### config.mk
export PLATFORM = sky130hd
export DESIGN_NAME = twi_addr_frontend
export DESIGN_NICKNAME = d
export VERILOG_FILES = /design/src/rtl/twi_pkg.sv /design/src/rtl/twi_sync_cond.sv /design/src/rtl/twi_addr_fsm.sv /design/src/rtl/twi_addr_frontend.sv
export SDC_FILE = /design/constraint.sdc
export NUM_CORES = 1
export LEC_CHECK = 0
export BUFFER_PORTS_ARGS = -buffer_cell sky130_fd_sc_hd__buf_2
export CORE_AREA = 2 2 70 55
export CTS_CLUSTER_DIAMETER = 100
export DETAILED_ROUTE_END_ITERATION = 10
export DIE_AREA = 0 0 72 57
export PLACE_DENSITY = 0.53
export SKIP_LAST_GASP = 1
export SYNTH_ARGS = -nofsm -noshare
export SYNTH_HDL_FRONTEND = slang
export SYNTH_SLANG_ARGS = --single-unit
export TNS_END_PERCENT = 5
### constraint.sdc
create_clock -name clk -period 1.1 [get_ports clk]
set_input_delay 0.165 -clock clk [delete_from_list [all_inputs] [get_ports clk]]
set_output_delay 0.165 -clock clk [all_outputs]
set_load 0.01 [all_outputs]
### src/rtl/twi_pkg.sv
package twi_pkg;
  typedef enum logic [2:0] {
    ST_IDLE,
    ST_RECV,
    ST_BYTE_END,
    ST_ACK_LO,
    ST_ACK_HI,
    ST_BUSY
  } fe_state_t;

  localparam logic [3:0] PRE_MEM = 4'b1010;
  localparam logic [3:0] PRE_WP  = 4'b0110;
endpackage

### src/rtl/twi_sync_cond.sv
module twi_sync_cond #(
  parameter int STAGES = 2
) (
  input  logic clk,
  input  logic rst_n,
  input  logic scl_i,
  input  logic sda_i,
  output logic scl_s,
  output logic sda_s,
  output logic start_det,
  output logic stop_det,
  output logic scl_rise,
  output logic scl_fall
);
  logic [STAGES-1:0] scl_pipe, sda_pipe;
  logic              scl_q, sda_q;

  genvar g;
  generate
    for (g = 0; g < STAGES; g++) begin : g_stage
      if (g == 0) begin : g_first
        always_ff @(posedge clk or negedge rst_n) begin
          if (!rst_n) begin
            scl_pipe[0] <= 1'b1;
            sda_pipe[0] <= 1'b1;
          end else begin
            scl_pipe[0] <= scl_i;
            sda_pipe[0] <= sda_i;
          end
        end
      end else begin : g_next
        always_ff @(posedge clk or negedge rst_n) begin
          if (!rst_n) begin
            scl_pipe[g] <= 1'b1;
            sda_pipe[g] <= 1'b1;
          end else begin
            scl_pipe[g] <= scl_pipe[g-1];
            sda_pipe[g] <= sda_pipe[g-1];
          end
        end
      end
    end
  endgenerate

  assign scl_s = scl_pipe[STAGES-1];
  assign sda_s = sda_pipe[STAGES-1];

  always_ff @(posedge clk or negedge rst_n) begin
    if (!rst_n) begin
      scl_q <= 1'b1;
      sda_q <= 1'b1;
    end else begin
      scl_q <= scl_s;
      sda_q <= sda_s;
    end
  end

  assign start_det = scl_s & scl_q & sda_q & ~sda_s;
  assign stop_det  = scl_s & scl_q & ~sda_q & sda_s;
  assign scl_rise  = scl_s & ~scl_q;
  assign scl_fall  = ~scl_s & scl_q;
endmodule

### src/rtl/twi_addr_fsm.sv
module twi_addr_fsm
  import twi_pkg::*;
#(
  parameter int ADDR_W  = 8,
  parameter int STRAP_W = 3
) (
  input  logic               clk,
  input  logic               rst_n,
  input  logic               start_det,
  input  logic               stop_det,
  input  logic               scl_rise,
  input  logic               scl_fall,
  input  logic               sda_s,
  input  logic [STRAP_W-1:0] strap_i,
  input  logic               write_done_i,
  output logic               sda_pull_o,
  output logic               addr_valid_o,
  output logic               is_wp_cmd_o,
  output logic               rw_read_o,
  output logic               busy_o,
  output logic               standby_o
);
  localparam int CNT_W = $clog2(ADDR_W + 1);
  localparam logic [CNT_W-1:0] LAST_BIT = CNT_W'(ADDR_W - 1);

  fe_state_t          state, state_n;
  logic [ADDR_W-1:0]  shreg, shreg_n;
  logic [CNT_W-1:0]   cnt, cnt_n;
  logic               valid_n, wp_n, rd_n, stby_n, wrp, wrp_n;
  logic               pre_ok, strap_ok, match;

  assign pre_ok   = (shreg[ADDR_W-1 -: 4] == PRE_MEM) || (shreg[ADDR_W-1 -: 4] == PRE_WP);
  assign strap_ok = (shreg[STRAP_W:1] == strap_i);
  assign match    = pre_ok & strap_ok;

  always_comb begin
    state_n = state;
    shreg_n = shreg;
    cnt_n   = cnt;
    valid_n = 1'b0;
    wp_n    = is_wp_cmd_o;
    rd_n    = rw_read_o;
    stby_n  = standby_o;
    wrp_n   = wrp;
    if (start_det) begin
      state_n = ST_RECV;
      cnt_n   = '0;
      stby_n  = 1'b0;
    end else if (stop_det) begin
      state_n = ST_IDLE;
      if (!wrp) stby_n = 1'b1;
    end else begin
      unique case (state)
        ST_RECV: if (scl_rise) begin
          shreg_n = {shreg[ADDR_W-2:0], sda_s};
          cnt_n   = cnt + 1'b1;
          if (cnt == LAST_BIT) state_n = ST_BYTE_END;
        end
        ST_BYTE_END: if (scl_fall) state_n = match ? ST_ACK_LO : ST_IDLE;
        ST_ACK_LO:   if (scl_rise) state_n = ST_ACK_HI;
        ST_ACK_HI: if (scl_fall) begin
          state_n = ST_BUSY;
          valid_n = 1'b1;
          wp_n    = (shreg[ADDR_W-1 -: 4] == PRE_WP);
          rd_n    = shreg[0];
          if (!shreg[0]) wrp_n = 1'b1;
        end
        default: ;
      endcase
    end
    if (write_done_i) begin
      wrp_n = 1'b0;
      if (!start_det) stby_n = 1'b1;
    end
  end

  always_ff @(posedge clk or negedge rst_n) begin
    if (!rst_n) begin
      state        <= ST_IDLE;
      shreg        <= '0;
      cnt          <= '0;
      addr_valid_o <= 1'b0;
      is_wp_cmd_o  <= 1'b0;
      rw_read_o    <= 1'b0;
      standby_o    <= 1'b1;
      wrp          <= 1'b0;
    end else begin
      state        <= state_n;
      shreg        <= shreg_n;
      cnt          <= cnt_n;
      addr_valid_o <= valid_n;
      is_wp_cmd_o  <= wp_n;
      rw_read_o    <= rd_n;
      standby_o    <= stby_n;
      wrp          <= wrp_n;
    end
  end

  assign sda_pull_o = (state == ST_ACK_LO) || (state == ST_ACK_HI);
  assign busy_o     = (state == ST_BUSY);
endmodule

### src/rtl/twi_addr_frontend.sv
module twi_addr_frontend #(
  parameter int SYNC_STAGES = 2,
  parameter int ADDR_W      = 8,
  parameter int STRAP_W     = 3
) (
  input  logic               clk,
  input  logic               rst_n,
  input  logic               scl_i,
  input  logic               sda_i,
  input  logic [STRAP_W-1:0] strap_i,
  input  logic               write_done_i,
  output logic               sda_pull_o,
  output logic               addr_valid_o,
  output logic               is_wp_cmd_o,
  output logic               rw_read_o,
  output logic               busy_o,
  output logic               standby_o
);
  logic [1:0] rst_pipe;
  logic       rst_sync_n;
  logic       scl_s, sda_s, start_det, stop_det, scl_rise, scl_fall;

  always_ff @(posedge clk or negedge rst_n) begin
    if (!rst_n) rst_pipe <= 2'b00;
    else        rst_pipe <= {rst_pipe[0], 1'b1};
  end
  assign rst_sync_n = rst_pipe[1];

  twi_sync_cond #(.STAGES(SYNC_STAGES)) u_sync (
    .clk       (clk),
    .rst_n     (rst_sync_n),
    .scl_i     (scl_i),
    .sda_i     (sda_i),
    .scl_s     (scl_s),
    .sda_s     (sda_s),
    .start_det (start_det),
    .stop_det  (stop_det),
    .scl_rise  (scl_rise),
    .scl_fall  (scl_fall)
  );

  twi_addr_fsm #(.ADDR_W(ADDR_W), .STRAP_W(STRAP_W)) u_fsm (
    .clk          (clk),
    .rst_n        (rst_sync_n),
    .start_det    (start_det),
    .stop_det     (stop_det),
    .scl_rise     (scl_rise),
    .scl_fall     (scl_fall),
    .sda_s        (sda_s),
    .strap_i      (strap_i),
    .write_done_i (write_done_i),
    .sda_pull_o   (sda_pull_o),
    .addr_valid_o (addr_valid_o),
    .is_wp_cmd_o  (is_wp_cmd_o),
    .rw_read_o    (rw_read_o),
    .busy_o       (busy_o),
    .standby_o    (standby_o)
  );
endmodule

# Word level (Yosys, flattened, before mapping)
# Cells that the tools add are included.
# W data, S select, Z words.
# totals
inputBits	8
reg_bits	28
wordCells	88
out_inout_bits	6
# classes
n_eq_ne	18
reduce_logical	12
bitwise_logic	14
n_mux	28
add_sub_neg	1
# op_table
operator	n
$mux W3	7
$mux W4	4
$ne A4 B3 Y1 const B	4
$mux W1	15
$pmux W3 S4	1
$and A1 B1 Y1	8
$eq A4 B3 Y1 const B	2
$reduce_and A4 Y1	2
$reduce_bool A2 Y1	4
$eq A3 B2 Y1 const B	2
$eq A3 B3 Y1 const B	2
$ne A2 B2 Y1 const B	3
$not A1 Y1	6
$reduce_and A6 Y1	1
$reduce_bool A6 Y1	1
$reduce_and A5 Y1	1
$add A4 B1 Y4 const B	1
$eq A4 B4 Y1 const B	1
$ne A4 B2 Y1 const B	1
$eq A3 B1 Y1 const B	1
$eq A3 B3 Y1	1
$reduce_and A3 Y1	1
$logic_or A1 B1 Y1	2
$mux W2	1
$ne A2 B1 Y1 const B	1

# Longest topological paths before layout
# Gate-level depths: netlist of run 1.
# logic_depth
depth_word	8
ltp_mapped	6
mapped_depth_nobuf	4

# Hierarchy
# A second synthesis of run 1 with hierarchy kept.
# hier_totals
hier_cells	100
area_unflattened_um2	1218.7
# modules_own_cells
module	seq_area_each_um2	instances	area_per_inst_um2	cells_each
twi_addr_fsm	501.7	1	974.7	87
twi_sync_cond	157.7	1	190.2	10
twi_addr_frontend	50.0	1	53.8	3

# Worst setup path after synthesis of run 1
# No wires, ideal clock.
# synth_path
path_kind	register to register
startpoint	register u_sync.scl_pipe[1] (netlist: u_sync.scl_s)
endpoint	register u_fsm.cnt[3]
synth_period_minus_slack_ns	1.428
stages_incl_launch_ff	5
path_buffers	0
setup_slack_ns	-0.328
t_arrival_ns	1.351
t_required_ns	1.024
setup_ns	0.076
cell_sequence	dfstp_2 -> nor3b_4 -> nand2_4 -> or3_1 -> o21ai_1
# synth_via
elab_chain_cells	5
word_cells_on_any_way	11
cone_classes	1 x eq/ne; 1 x mux; 6 x bitwise; 3 x reduce/logical
# synth_lines
element	line	rtl
start, declared	twi_sync_cond.sv:15	logic [STAGES-1:0] scl_pipe, sda_pipe;
start signal, assigned by index	twi_sync_cond.sv:37	scl_pipe[g] <= scl_pipe[g-1];
$and A1 B1 Y1	twi_sync_cond.sv:58, twi_sync_cond.sv:59	
$and A1 B1 Y1 (on tied branches) (2 in a row)	twi_sync_cond.sv:59, twi_sync_cond.sv:58	
$ne A2 B1 Y1 (no source line) or $reduce_bool A2 Y1 (tied branches)	n/a	
$reduce_and A3 Y1 (no source line)	n/a	
end signal, assigned	twi_addr_fsm.sv:90	cnt <= cnt_n;
end, declared	twi_addr_fsm.sv:28	logic [CNT_W-1:0] cnt, cnt_n;
# Several ways; a longest one is shown, not always the timed one.
# A chain may end at the register's enable or synchronous reset.

# Worst setup path after layout of run 1
# Ends and elaborated chain as after synthesis.

==> out/metrics.json, run 1 <==
{
  "run_status": {"value": "complete, but fails checks"},
  "violations": {"value": "negative setup slack"},
  "ir_drop": {"value": 0.9582, "unit": "mV"},
  "drt.antenna.violating_nets": {"value": 0},
  "finalInstanceArea": {"value": 1778, "unit": "µm²"},
  "whs": {"value": 0.06507, "unit": "ns"},
  "detailed_place_hpwl": {"value": 2.031, "unit": "mm"},
  "share_of_final_layout_standard_cells_stronger_than_drive_strength_1": {"value": 0.4080},
  "clock_latency_of_the_later_clocked_register_in_the_worst_skew_pair": {"value": 0.27, "unit": "ns"},
  "maxCapViolCount": {"value": 0},
  "critical_path.max_fanout": {"value": 5},
  "tritoncts": {"value": "yes"},
  "worst_clock_skew": {"value": 0.003327, "unit": "ns"},
  "synthDominantCellAreaShare": {"value": 0.4082},
  "placed_area": {"value": 1597, "unit": "µm²"},
  "max_slew_violations": {"value": 0},
  "grt_usage": {"value": 0.1516},
  "postSynthAreaPerCell": {"value": 10.55, "unit": "µm²"},
  "grt_pass1_vias": {"value": 1021},
  "post-route-period-util": {"value": 1.398},
  "net_count_of_the_mapped_netlist": {"value": 131},
  "finalSetupViolCount": {"value": 23},
  "synth_area_leader_cell": {"value": "dfrtp_1"},
  "antenna_cells": {"value": 0},
  "die_x": {"value": 72, "unit": "µm"},
  "nature_of_the_critical_path_startpoint": {"value": "flop"},
  "finish.utilization": {"value": 0.5088},
  "p_leak": {"value": 0.8867, "unit": "nW"},
  "ff_latch_count_synth": {"value": 28},
  "ff2ff_setup_slack": {"value": -0.44, "unit": "ns"},
  "hp-class": {"value": "in -> reg"},
  "finish.net_count": {"value": 184},
  "vias_per_cell": {"value": 4.833},
  "placementRows": {"value": 19},
  "total_of_buffers_placed_on_input_and_output_ports": {"value": 13},
  "floorplan.die_area": {"value": 4104, "unit": "µm²"},
  "path_clk_slew": {"value": 0.09, "unit": "ns"},
  "rsz0062_at_grt": {"value": "yes"},
  "drt_iter0_markers": {"value": 48},
  "routed-via-count": {"value": 1044},
  "area_growth_syn_to_layout": {"value": 38.10, "unit": "%"},
  "clock_tree.htree_level_count": {"value": 1},
  "synthesis.area": {"value": 1287, "unit": "µm²"},
  "final_worst_setup_slack": {"value": -0.4373, "unit": "ns"},
  "detail_route.wirelength": {"value": 2.896, "unit": "mm"},
  "gp_routability_congestion": {"value": 0.7974},
  "core_area": {"value": 3495, "unit": "µm²"},
  "yosysSeqAreaShare": {"value": 0.5510},
  "cts-root-to-sink-buffers": {"value": 2},
  "initial_core_util": {"value": 0.3684},
  "post_drt_wl_per_cell": {"value": 13.41, "unit": "µm"},
  "period_needed": {"value": 1.537, "unit": "ns"},
  "drc_errors": {"value": 0},
  "grt_start_max_net_pins": {"value": 27},
  "syn_inst": {"value": 122},
  "timing.final.hold_violations": {"value": 0},
  "critPathKind": {"value": "reg -> reg"},
  "data_required_time_at_the_worst_endpoint": {"value": 1.31, "unit": "ns"},
  "grt.overflow.total": {"value": 0},
  "largest_cells_by_area_after_synthesis": {"value": "dfrtp_1, dfstp_2, nand2_1"},
  "cts-buffers-inserted": {"value": 3},
  "grt_pass1_wl": {"value": 4.857, "unit": "mm"},
  "grt_antenna_before_repair": {"value": 0},
  "worst_setup_path_end_kind": {"value": "flop"},
  "die_boundary_height": {"value": 57, "unit": "µm"},
  "fmaxAchievable": {"value": 0.6505, "unit": "GHz"},
  "power.density_cell_area": {"value": 1941, "unit": "nW/µm²"},
  "detailed_routing_iterations_pass_1": {"value": 5},
  "cts_root_buf": {"value": "clkbuf_8"},
  "cts.sinks": {"value": 28},
  "ioPinCount": {"value": 14},
  "synth.lib_cells_used.distinct": {"value": 45},
  "worst-endpoint-arrival": {"value": 1.74, "unit": "ns"},
  "ys_warn_count": {"value": 0}
}
[what timing repair did]
item	4_1_cts	5_1_grt
endpoints found under the hold margin	4	0
hold buffers	3	0
setup endpoints to repair	23	23
resized for setup	6	4
setup buffers	5	3
[logic make-up after synthesis]
family,after synthesis,share of synthesized area
muxes,2,0.01652
other,1,0.002913
buffers and inverters,6,0.02721
AOI/OAI and AO/OA,23,0.1215
and+or+nand+nor,55,0.2303
adders and majority gates,1,0.009717
xor gates and xnor gates,6,0.04082
DFF,28,0.5510
[area by class of cell]
type,count,area [µm²]
clock buffers,4,55.05
flip-flops and latches,28,713.2
well taps,42,52.55
multi-input cells,88,575.6
inverters,3,11.26
repair buffers,51,370.4
fillers,342,1717
[power breakdown]
group | switching, mW | internal, mW
clock network | 0.313 | 0.320
logic | 0.566 | 0.722
registers | 0.251 | 1.28
[path summary, 6_finish.rpt]
path | start | cells past startpoint | end
worst max-delay path | u_sync.scl_s$_DFF_PN1_ | 5 | u_fsm.cnt[3]$_DFFE_PN0P_
worst min-delay path | write_done_i | 2 | u_fsm.wrp$_DFFE_PN0P_
worst max register to register | u_sync.scl_s$_DFF_PN1_ | 5 | u_fsm.cnt[3]$_DFFE_PN0P_
worst min register to register | rst_pipe[1]$_DFF_PN0_ | 1 | u_fsm.state[1]$_DFFE_PN0P_
max in group asynchronous | rst_pipe[1]$_DFF_PN0_ | 1 | u_sync.sda_s$_DFF_PN1_
min in group asynchronous | rst_n | 2 | rst_pipe[0]$_DFF_PN0_
[per-layer routing]
layer / vias to the layer above / routed length, µm / GRT usage
met5: - / 0 / 0
met2: 17 / 1385 / 0.2354
met1: 504 / 1401 / 0.2153
met4: 0 / 16 / 0.03235
li1: 521 / - / -
met3: 2 / 94 / 0.04064
[synth_stat cells, drive strengths merged]
cell type	n
nor3b	3
and3b	1
xor2	5
nor4	1
or4bb	1
a22o	2
nand2b	1
nand2	31
a41oi	1
o31ai	1
nor3	1
dfstp	7
a311oi	1
o22ai	1
and2b	1
and2	2
nor2b	2
a311o	1
a21o	1
inv	3
a211oi	1
dfrtp	21
mux2	1
mux2i	1
or3	1
conb	1
nor2	3
a22oi	2
ha	1
and4bb	1
o21ba	1
buf	3
o211ai	1
o21ai	5
nand3	5
xnor2	1
nand3b	1
a21oi	5
[critical path, stage by stage, from the launching register on]
cell and delay [ns]:
dfstp_2 0.55, nor3b_4 0.28, buf_4 0.18, nand2_4 0.05, or3_4 0.36, o21ai_2 0.06
[flip-flops by register name, summed over array words and instances (netlist names)]
signal	cells
u_fsm.shreg	8
u_fsm.cnt	4
u_fsm.state	3
rst_pipe	2
u_fsm.addr_valid_o	1
u_fsm.is_wp_cmd_o	1
u_fsm.rw_read_o	1
u_fsm.standby_o	1
u_fsm.wrp	1
u_sync.scl_pipe	1
u_sync.scl_q	1
u_sync.scl_s	1
u_sync.sda_pipe	1
u_sync.sda_q	1
u_sync.sda_s	1
[layout by cell type (no fill, tap or decap), types with 2 or more instances in the layout]
| cell type | instances |
|---|---|
| nand3_1 | 5 |
| a22o_1 | 2 |
| dfrtp_2 | 3 |
| clkbuf_8 | 4 |
| xor2_1 | 5 |
| o21ai_0 | 4 |
| inv_1 | 3 |
| nand2_1 | 30 |
| dlygate4sd3_1 | 3 |
| buf_4 | 34 |
| a21oi_1 | 5 |
| dfrtp_1 | 18 |
| dfstp_2 | 7 |
| buf_2 | 13 |
| nor2_1 | 3 |
| nor3b_4 | 2 |
[through the flow]
| step | std cells | TNS (ns) | total power, mW | setup WS (ns) |
|---|---|---|---|---|
| after CTS | 213 | -7.276 | 3.431 | -0.4358 |
| final | 216 | -7.202 | 3.451 | -0.4373 |
| after floorplan | 122 | -4.219 | 2.132 | -0.3279 |
| after global placement | 201 | -5.927 | 2.613 | -0.3914 |
| after detailed placement | 201 | -6.316 | 2.655 | -0.3923 |
| after global routing | 216 | -9.020 | 3.702 | -0.5012 |
(Power assumes the default switching activity.)
==> run 2, diff against run 1 <==
--- a/config.mk
+++ b/config.mk
@@ -5,7 +5,7 @@
 export SDC_FILE = /design/constraint.sdc
 export NUM_CORES = 1
 export LEC_CHECK = 0
-export BUFFER_PORTS_ARGS = -buffer_cell sky130_fd_sc_hd__buf_2
+export BUFFER_PORTS_ARGS = -buffer_cell sky130_fd_sc_hd__buf_4
 export CORE_AREA = 2 2 70 55
 export CTS_CLUSTER_DIAMETER = 100
 export DETAILED_ROUTE_END_ITERATION = 10
==> out/metrics.json, run 2 (synthesis gave the netlist of run 1 again) <==
{
  "grt_pass1_wl": {"value": 4.643, "unit": "mm", "change": "-4.4%"},
  "worst-endpoint-arrival": {"value": 1.34, "unit": "ns", "change": "-0.40 ns"},
  "largest_register_ffs": {"value": 8, "change": "unchanged"},
  "detailed_routing_iterations_pass_1": {"value": 4, "change": "-1"},
  "worst_setup_path_end_kind": {"value": "primary output"},
  "fmaxAchievable": {"value": 0.6655, "unit": "GHz", "change": "+2.3%"},
  "timing.final.hold_violations": {"value": 0, "change": "unchanged"},
  "worst-path-buf-inv": {"value": 2, "change": "+1"},
  "vias_per_cell": {"value": 4.761, "change": "-1.5%"},
  "rsz0062_at_grt": {"value": "yes"},
  "grt.overflow.total": {"value": 0, "change": "unchanged"},
  "layout_commonest_cell": {"value": "buf_4"},
  "mostFrequentLayoutCells": {"value": "buf_4, nand2_1, dfrtp_1, dfstp_2"},
  "run_status": {"value": "complete, but fails checks"},
  "path_clk_slew": {"value": 0.10, "unit": "ns", "change": "about the same"},
  "ir_drop": {"value": 0.9997, "unit": "mV", "change": "+4.3%"},
  "gp_routability_congestion": {"value": 0.8176, "change": "+2.5%"},
  "antenna_cells": {"value": 0, "change": "unchanged"},
  "p_leak": {"value": 0.9028, "unit": "nW", "change": "+1.8%"},
  "max_slew_violations": {"value": 0, "change": "unchanged"},
  "path_depth": {"value": 4, "change": "-1"},
  "drt.antenna.violating_nets": {"value": 0, "change": "unchanged"},
  "post_drt_wl_per_cell": {"value": 12.87, "unit": "µm", "change": "-4.0%"},
  "worst_clock_skew": {"value": 0.01111, "unit": "ns", "change": "+0.007785 ns"},
  "drc_errors": {"value": 0, "change": "unchanged"},
  "ff2ff_path_depth": {"value": 5, "change": "unchanged"},
  "cts-buffers-inserted": {"value": 3, "change": "unchanged"},
  "placementRows": {"value": 19, "change": "unchanged"},
  "post-route-period-util": {"value": 1.366, "change": "-0.03163"},
  "grt_usage": {"value": 0.1468, "change": "-0.004746"},
  "power.density_cell_area": {"value": 1918, "unit": "nW/µm²", "change": "-1.2%"},
  "biggestRegsByFlops": {"value": "u_fsm.shreg x8, u_fsm.cnt x4, u_fsm.state x3"},
  "nature_of_the_critical_path_startpoint": {"value": "flop"},
  "core_area": {"value": 3495, "unit": "µm²", "change": "unchanged"},
  "detailed_place_hpwl": {"value": 1.935, "unit": "mm", "change": "-4.7%"},
  "final.setup.tns": {"value": -7.233, "unit": "ns", "change": "-0.03074 ns"},
  "critPathKind": {"value": "reg -> out"},
  "worst_path_max_delay_cell": {"value": "dfrtp_2"},
  "worst_path_dominant_cell_family": {"value": "flip-flops"},
  "final_worst_setup_slack": {"value": -0.4025, "unit": "ns", "change": "+0.03480 ns"},
  "routed-via-count": {"value": 1038, "change": "-0.57%"},
  "area_growth_syn_to_layout": {"value": 43.25, "unit": "%"},
  "detail_route.wirelength": {"value": 2.806, "unit": "mm", "change": "-3.1%"},
  "grt_antenna_before_repair": {"value": 0, "change": "unchanged"},
  "critical_path.max_fanout": {"value": 4, "change": "-1"},
  "die_boundary_height": {"value": 57, "unit": "µm", "change": "unchanged"},
  "grt_pass1_vias": {"value": 1011, "change": "-0.98%"},
  "tritoncts": {"value": "yes"},
  "cts_root_buf": {"value": "clkbuf_8"},
  "placement.setup.worst_slack": {"value": -0.4159, "unit": "ns", "change": "-0.02361 ns"},
  "hold_depth": {"value": 2, "change": "unchanged"},
  "violations": {"value": "negative setup slack"},
  "cp_cell_sequence": {"value": "nor3b_4, buf_4, a21o_1, buf_6"},
  "finish.utilization": {"value": 0.5277, "change": "+0.01898"},
  "floorplan.die_area": {"value": 4104, "unit": "µm²", "change": "unchanged"},
  "data_required_time_at_the_worst_endpoint": {"value": 0.94, "unit": "ns", "change": "-0.37 ns"},
  "worst_hold_startpoint": {"value": "write_done_i"},
  "cts.sinks": {"value": 28, "change": "unchanged"},
  "finish.net_count": {"value": 186, "change": "+1.1%"},
  "die_x": {"value": 72, "unit": "µm", "change": "unchanged"},
  "ioPinCount": {"value": 14, "change": "unchanged"},
  "total_of_buffers_placed_on_input_and_output_ports": {"value": 13, "change": "unchanged"},
  "share_of_final_layout_standard_cells_stronger_than_drive_strength_1": {"value": 0.4148, "change": "+0.006727"},
  "finalSetupViolCount": {"value": 23, "change": "unchanged"},
  "maxCapViolCount": {"value": 0, "change": "unchanged"},
  "period_needed": {"value": 1.503, "unit": "ns", "change": "-0.03480 ns"},
  "critPathLaunch": {"value": "u_fsm.state[2]$_DFFE_PN0P_"},
  "initial_core_util": {"value": 0.3684, "change": "unchanged"},
  "reg2reg_from": {"value": "u_fsm.state[2]$_DFFE_PN0P_"},
  "whs": {"value": 0.04774, "unit": "ns", "change": "-0.01733 ns"},
  "cts-root-to-sink-buffers": {"value": 2, "change": "unchanged"},
  "clock_latency_of_the_later_clocked_register_in_the_worst_skew_pair": {"value": 0.27, "unit": "ns", "change": "about the same"},
  "clock_tree.htree_level_count": {"value": 1, "change": "unchanged"},
  "grt_start_max_net_pins": {"value": 27, "change": "unchanged"},
  "critical_path.max_stage_delay": {"value": 0.47, "unit": "ns", "change": "-0.08 ns"},
  "largest_register": {"value": "u_fsm.shreg"},
  "hp-class": {"value": "in -> reg"},
  "drt_iter0_markers": {"value": 29, "change": "-40%"}
}
[run 2: cell types whose count changed in the layout (fill, tap and decap cells not counted), sizes merged]
cell,delta
buf,+2
[run 2: worst register-to-register path, cell delays in order, from the launching register on]
cell,delay [ns]
dfrtp_2,0.47
buf_12,0.15
buf_4,0.13
a311o_1,0.31
a211oi_2,0.23
a41oi_1,0.07
[run 2: stage by stage]
step           cells  total power, mW  cell area [µm²]
6_report         218            3.538             1844
5_1_grt          218            3.774             1844
4_1_cts          215            3.501             1807
3_5_place_dp     202            2.680             1637
3_3_place_gp     202            2.646             1637
2_1_floorplan    122            2.132             1287
[run 2: path summary, 6_finish.rpt]
check | endpoint | slack, ns
worst max-delay path | sda_pull_o | -0.40
worst min-delay path | u_fsm.wrp$_DFFE_PN0P_ | 0.05
worst min register to register | u_fsm.wrp$_DFFE_PN0P_ | 0.24
min in group asynchronous | rst_pipe[0]$_DFF_PN0_ | 0.19
worst max register to register | u_fsm.state[0]$_DFFE_PN0P_ | -0.38
max in group asynchronous | u_sync.scl_pipe[0]$_DFF_PN1_ | 0.55
[run 2: area by class of cell]
type                       instances  area (µm²)
multi-input combinational         88       580.6
timing repair buffer              53       441.7
clock buffer                       4       45.04
sequential                        28       713.2
fill                             325        1650
tap                               42       52.55
inverter                           3       11.26
[run 2: power by group]
part / switching [mW] / internal (mW) / leakage [nW] / total, mW
Combinational: 0.624 / 0.832 / 0.532 / 1.46
Sequential: 0.235 / 1.28 / 0.348 / 1.51
Clock: 0.308 / 0.259 / 0.0228 / 0.567
[run 2: metal layers]
layer  GRT usage  routed length, µm  vias up  part of all wire
met4     0.05391                 29        0             0.010
met2      0.2156               1300       17              0.46
met3     0.03887                 89        4             0.032
met1      0.2098               1387      489              0.49
met5           0                  0        -                 0
li1            -                  -      528                 -
[run 2: timing repair]
item                                    CTS  global route
resized for setup                        12             4
setup buffers                             7             3
endpoints found under the hold margin     4             0
pin swaps                                 3             3
endpoints found under the setup margin   23            23
gates cloned                              0             0
hold buffers                              3             0
==> run 3, diff against run 2 <==
--- a/config.mk
+++ b/config.mk
@@ -5,12 +5,15 @@
 export SDC_FILE = /design/constraint.sdc
 export NUM_CORES = 1
 export LEC_CHECK = 0
+export ABC_AREA = 1
 export BUFFER_PORTS_ARGS = -buffer_cell sky130_fd_sc_hd__buf_4
-export CORE_AREA = 2 2 70 55
+export CORE_AREA = 2 2 70 56
 export CTS_CLUSTER_DIAMETER = 100
 export DETAILED_ROUTE_END_ITERATION = 10
-export DIE_AREA = 0 0 72 57
-export PLACE_DENSITY = 0.53
+export DIE_AREA = 0 0 72 58
+export PLACE_DENSITY = 0.52
+export SETUP_SLACK_MARGIN = 0.5
+export SKIP_CTS_REPAIR_TIMING = 1
 export SKIP_LAST_GASP = 1
 export SYNTH_ARGS = -nofsm -noshare
 export SYNTH_HDL_FRONTEND = slang
==> out/metrics.json, run 3 <==
{
  "run_status": {"value": "complete, but fails checks"},
  "violations": {"value": "negative setup slack"},
  "dominant_combinational_cell_family_by_area_after_synthesis": {"value": "simple AND/OR/NAND/NOR gates"},
  "finish.net_count": {"value": 206, "change": "+11%"},
  "drc_errors": {"value": 0, "change": "unchanged"},
  "critPathKind": {"value": "reg -> out"},
  "synth_enable_flop_cells": {"value": 0, "change": "unchanged"},
  "detailed_place_hpwl": {"value": 1.962, "unit": "mm", "change": "+1.4%"},
  "hold_depth": {"value": 2, "change": "unchanged"},
  "synth-async-reset-ratio": {"value": 1.000, "change": "unchanged"},
  "total_of_buffers_placed_on_input_and_output_ports": {"value": 13, "change": "unchanged"},
  "final.fill_count": {"value": 321, "change": "-1.2%"},
  "cts.sinks": {"value": 28, "change": "unchanged"},
  "synthFlopType": {"value": "dfrtp_1"},
  "mostFrequentLayoutCells": {"value": "buf_4, nand2_1, dfrtp_1, inv_1, nor2_1"},
  "postSynthAreaPerCell": {"value": 9.000, "unit": "µm²", "change": "-15%"},
  "detailed_routing_iterations_pass_1": {"value": 4, "change": "unchanged"},
  "multi_input_area": {"value": 548.0, "unit": "µm²", "change": "-5.6%"},
  "ys_warn_count": {"value": 0, "change": "unchanged"},
  "grt_antenna_before_repair": {"value": 0, "change": "unchanged"},
  "clock_tree.htree_level_count": {"value": 1, "change": "unchanged"},
  "finish.utilization": {"value": 0.5324, "change": "+0.004654"},
  "timing.final.hold_violations": {"value": 0, "change": "unchanged"},
  "data_required_time_at_the_worst_endpoint": {"value": 0.94, "unit": "ns", "change": "about the same"},
  "path_clk_slew": {"value": 0.10, "unit": "ns", "change": "about the same"},
  "share_of_final_layout_standard_cells_stronger_than_drive_strength_1": {"value": 0.4796, "change": "+0.06482"},
  "ioPinCount": {"value": 14, "change": "unchanged"},
  "final_worst_setup_slack": {"value": -0.2492, "unit": "ns", "change": "+0.1534 ns"},
  "core_area": {"value": 3495, "unit": "µm²", "change": "unchanged"},
  "gp_routability_congestion": {"value": 0.7613, "change": "-6.9%"},
  "ff2ff_path_depth": {"value": 7, "change": "+2"},
  "max_slew_violations": {"value": 0, "change": "unchanged"},
  "worst_setup_path_end_kind": {"value": "primary output"},
  "finalSetupViolCount": {"value": 21, "change": "-8.7%"},
  "grt_pass1_vias": {"value": 1022, "change": "+1.1%"},
  "worst_clock_skew": {"value": 0.004725, "unit": "ns", "change": "-0.006388 ns"},
  "routed-via-count": {"value": 1070, "change": "+3.1%"},
  "post-route-period-util": {"value": 1.227, "change": "-0.1394"},
  "critical_path.max_fanout": {"value": 4, "change": "unchanged"},
  "clock_latency_of_the_later_clocked_register_in_the_worst_skew_pair": {"value": 0.28, "unit": "ns", "change": "about the same"},
  "tritoncts": {"value": "yes"},
  "p_leak": {"value": 0.9350, "unit": "nW", "change": "+3.6%"},
  "worst-path-buf-inv": {"value": 2, "change": "unchanged"},
  "synth_simple_gate_area_share": {"value": 0.2531, "change": "+0.02280"},
  "grt_usage": {"value": 0.1423, "change": "-0.004567"},
  "fmaxAchievable": {"value": 0.7412, "unit": "GHz", "change": "+11%"},
  "synth.cells.most_frequent": {"value": "nand2_1, dfrtp_1, inv_1, nor2_1, nand3_1"},
  "biggestRegsByFlops": {"value": "u_fsm.shreg x8, u_fsm.cnt x4, u_fsm.state x3"},
  "detail_route.wirelength": {"value": 2.661, "unit": "mm", "change": "-5.2%"},
  "critical_path.max_stage_delay": {"value": 0.46, "unit": "ns", "change": "about the same"},
  "maxCapViolCount": {"value": 0, "change": "unchanged"},
  "rsz0062_at_grt": {"value": "yes"},
  "largest_cells_by_area_after_synthesis": {"value": "dfrtp_1, dfstp_2, nand2_1"},
  "path_depth": {"value": 4, "change": "unchanged"},
  "initial_core_util": {"value": 0.3734, "change": "+0.005013"},
  "post_synth_fa_ha_maj_area_fraction": {"value": 0.009588, "change": "-0.0001304"},
  "placement.setup.worst_slack": {"value": -0.2056, "unit": "ns", "change": "+0.2103 ns"},
  "grt_pass1_wl": {"value": 4.547, "unit": "mm", "change": "-2.1%"},
  "vias_per_cell": {"value": 4.496, "change": "-5.6%"},
  "grt_start_max_net_pins": {"value": 17, "change": "-37%"},
  "area_growth_syn_to_layout": {"value": 42.57, "unit": "%"},
  "period_needed": {"value": 1.349, "unit": "ns", "change": "-0.1534 ns"},
  "synth.lib_cells_used.distinct": {"value": 24, "change": "-47%"},
  "synthDominantCellAreaShare": {"value": 0.4027, "change": "-0.005479"},
  "detail_route.wirelength.met1": {"value": 1.264, "unit": "mm", "change": "-8.9%"},
  "complex_gate_fraction_of_the_synthesized_area": {"value": 0.09684, "change": "-0.02464"},
  "cts_root_buf": {"value": "clkbuf_8"},
  "antenna_cells": {"value": 0, "change": "unchanged"},
  "worst-endpoint-arrival": {"value": 1.18, "unit": "ns", "change": "-0.16 ns"},
  "yosys-mux-area-fraction": {"value": 0, "change": "-0.01652"},
  "cp_cell_sequence": {"value": "buf_6, nand3_4, o21ai_2, buf_4"},
  "cts-root-to-sink-buffers": {"value": 2, "change": "unchanged"},
  "net_count_of_the_mapped_netlist": {"value": 154, "change": "+18%"},
  "post_drt_wl_per_cell": {"value": 11.18, "unit": "µm", "change": "-13%"},
  "nature_of_the_critical_path_startpoint": {"value": "flop"},
  "largest_register_ffs": {"value": 8, "change": "unchanged"},
  "placementRows": {"value": 19, "change": "unchanged"},
  "ff_latch_count_synth": {"value": 28, "change": "unchanged"},
  "cts-buffers-inserted": {"value": 3, "change": "unchanged"},
  "synthesis.area": {"value": 1305, "unit": "µm²", "change": "+1.4%"},
  "drt_iter0_markers": {"value": 36, "change": "+24%"},
  "post_synth_xor_area_fraction": {"value": 0.01342, "change": "-0.02739"},
  "ir_drop": {"value": 1.150, "unit": "mV", "change": "+15%"},
  "worst_path_max_delay_cell": {"value": "dfrtp_2"},
  "hp-class": {"value": "in -> reg"},
  "met2_wirelength": {"value": 1.291, "unit": "mm", "change": "-0.69%"},
  "synth_most_common_cell": {"value": "nand2_1"},
  "routed.top_layer": {"value": "met4"},
  "layout_commonest_cell": {"value": "buf_4"},
  "drt.antenna.violating_nets": {"value": 0, "change": "unchanged"},
  "largest_register": {"value": "u_fsm.shreg"},
  "yosysSeqAreaShare": {"value": 0.5436, "change": "-0.007396"},
  "met3_length": {"value": 81, "unit": "µm", "change": "-9.0%"},
  "syn_inst": {"value": 145, "change": "+19%"},
  "whs": {"value": 0.03446, "unit": "ns", "change": "-0.01328 ns"},
  "synth_area_leader_cell": {"value": "dfrtp_1"},
  "worst_path_dominant_cell_family": {"value": "flip-flops"},
  "p_total": {"value": 3.716, "unit": "mW", "change": "+5.0%"},
  "register_area": {"value": 710.7, "unit": "µm²", "change": "-0.35%"},
  "die_x": {"value": 72, "unit": "µm", "change": "unchanged"},
  "grt.overflow.total": {"value": 0, "change": "unchanged"},
  "power.density_cell_area": {"value": 1997, "unit": "nW/µm²", "change": "+4.1%"},
  "floorplan.die_area": {"value": 4176, "unit": "µm²", "change": "+1.8%"},
  "die_boundary_height": {"value": 58, "unit": "µm", "change": "+1.8%"}
}
==> run 3: cell types whose count changed after synthesis, moves of 4 or more <==
cell / previous run / this run
nand2_1: 30 / 34
inv_1: 3 / 19
nand3_1: 5 / 9
xor2_1: 5 / 1
o21ai_2: 0 / 8
nor2_1: 3 / 16
nand2_2: 0 / 5
==> run 3: path summary, 6_finish.rpt <==
| check | startpoint | end | slack (ns) |
|---|---|---|---|
| worst max-delay path | u_fsm.state[2]$_DFFE_PN0P_ | sda_pull_o | -0.25 |
| worst min-delay path | write_done_i | u_fsm.wrp$_DFFE_PN0P_ | 0.03 |
| worst max register to register | u_fsm.state[2]$_DFFE_PN0P_ | u_fsm.cnt[3]$_DFFE_PN0P_ | -0.23 |
| worst min register to register | rst_pipe[1]$_DFF_PN0_ | u_fsm.wrp$_DFFE_PN0P_ | 0.20 |
| max in group asynchronous | rst_pipe[1]$_DFF_PN0_ | u_sync.scl_q$_DFF_PN1_ | 0.63 |
| min in group asynchronous | rst_n | rst_pipe[0]$_DFF_PN0_ | 0.18 |
==> run 3: layer usage <==
layer  vias up  track usage
li1        552            -
met1       504       0.1933
met2        10       0.2275
met3         4      0.04174
met4         0      0.03235
met5         -            0
==> run 3: logic make-up after synthesis <==
group | Yosys count
AND/OR/NAND/NOR | 72
flip-flops | 28
AO/OA/AOI/OAI | 17
other | 1
adder cells (fa/ha/maj) | 1
buffers and inverters | 24
XOR/XNOR | 2
==> run 3: per-stage QoR <==
step / TNS [ns] / std cells / instance area (µm²)
2_1_floorplan: -1.016 / 145 / 1318
3_3_place_gp: -2.606 / 226 / 1668
3_5_place_dp: -2.808 / 226 / 1668
4_1_cts: -3.887 / 230 / 1739
5_1_grt: -5.426 / 238 / 1861
6_report: -3.795 / 238 / 1861
==> run 3: area by class of cell <==
cell class | instances | area share
multi-input combinational | 93 | 0.2946
clock inverter | 1 | 0.01614
inverter | 22 | 0.04438
timing repair buffer | 49 | 0.2125
tap | 42 | 0.02824
clock buffer | 3 | 0.02219
sequential | 28 | 0.3820
==> run 3: worst reg2reg max path: stages (launching register included) <==
cell and delay (ns):
dfrtp_2 0.46, nor2_4 0.17, nand2_1 0.11, inv_1 0.10, nand2_2 0.08, buf_4 0.17
nand3_1 0.09, o21ai_2 0.06
==> run 3: where the power goes <==
group / internal, mW / switching (mW)
combinational: 0.748 / 0.704
sequential: 1.28 / 0.161
clock: 0.488 / 0.332
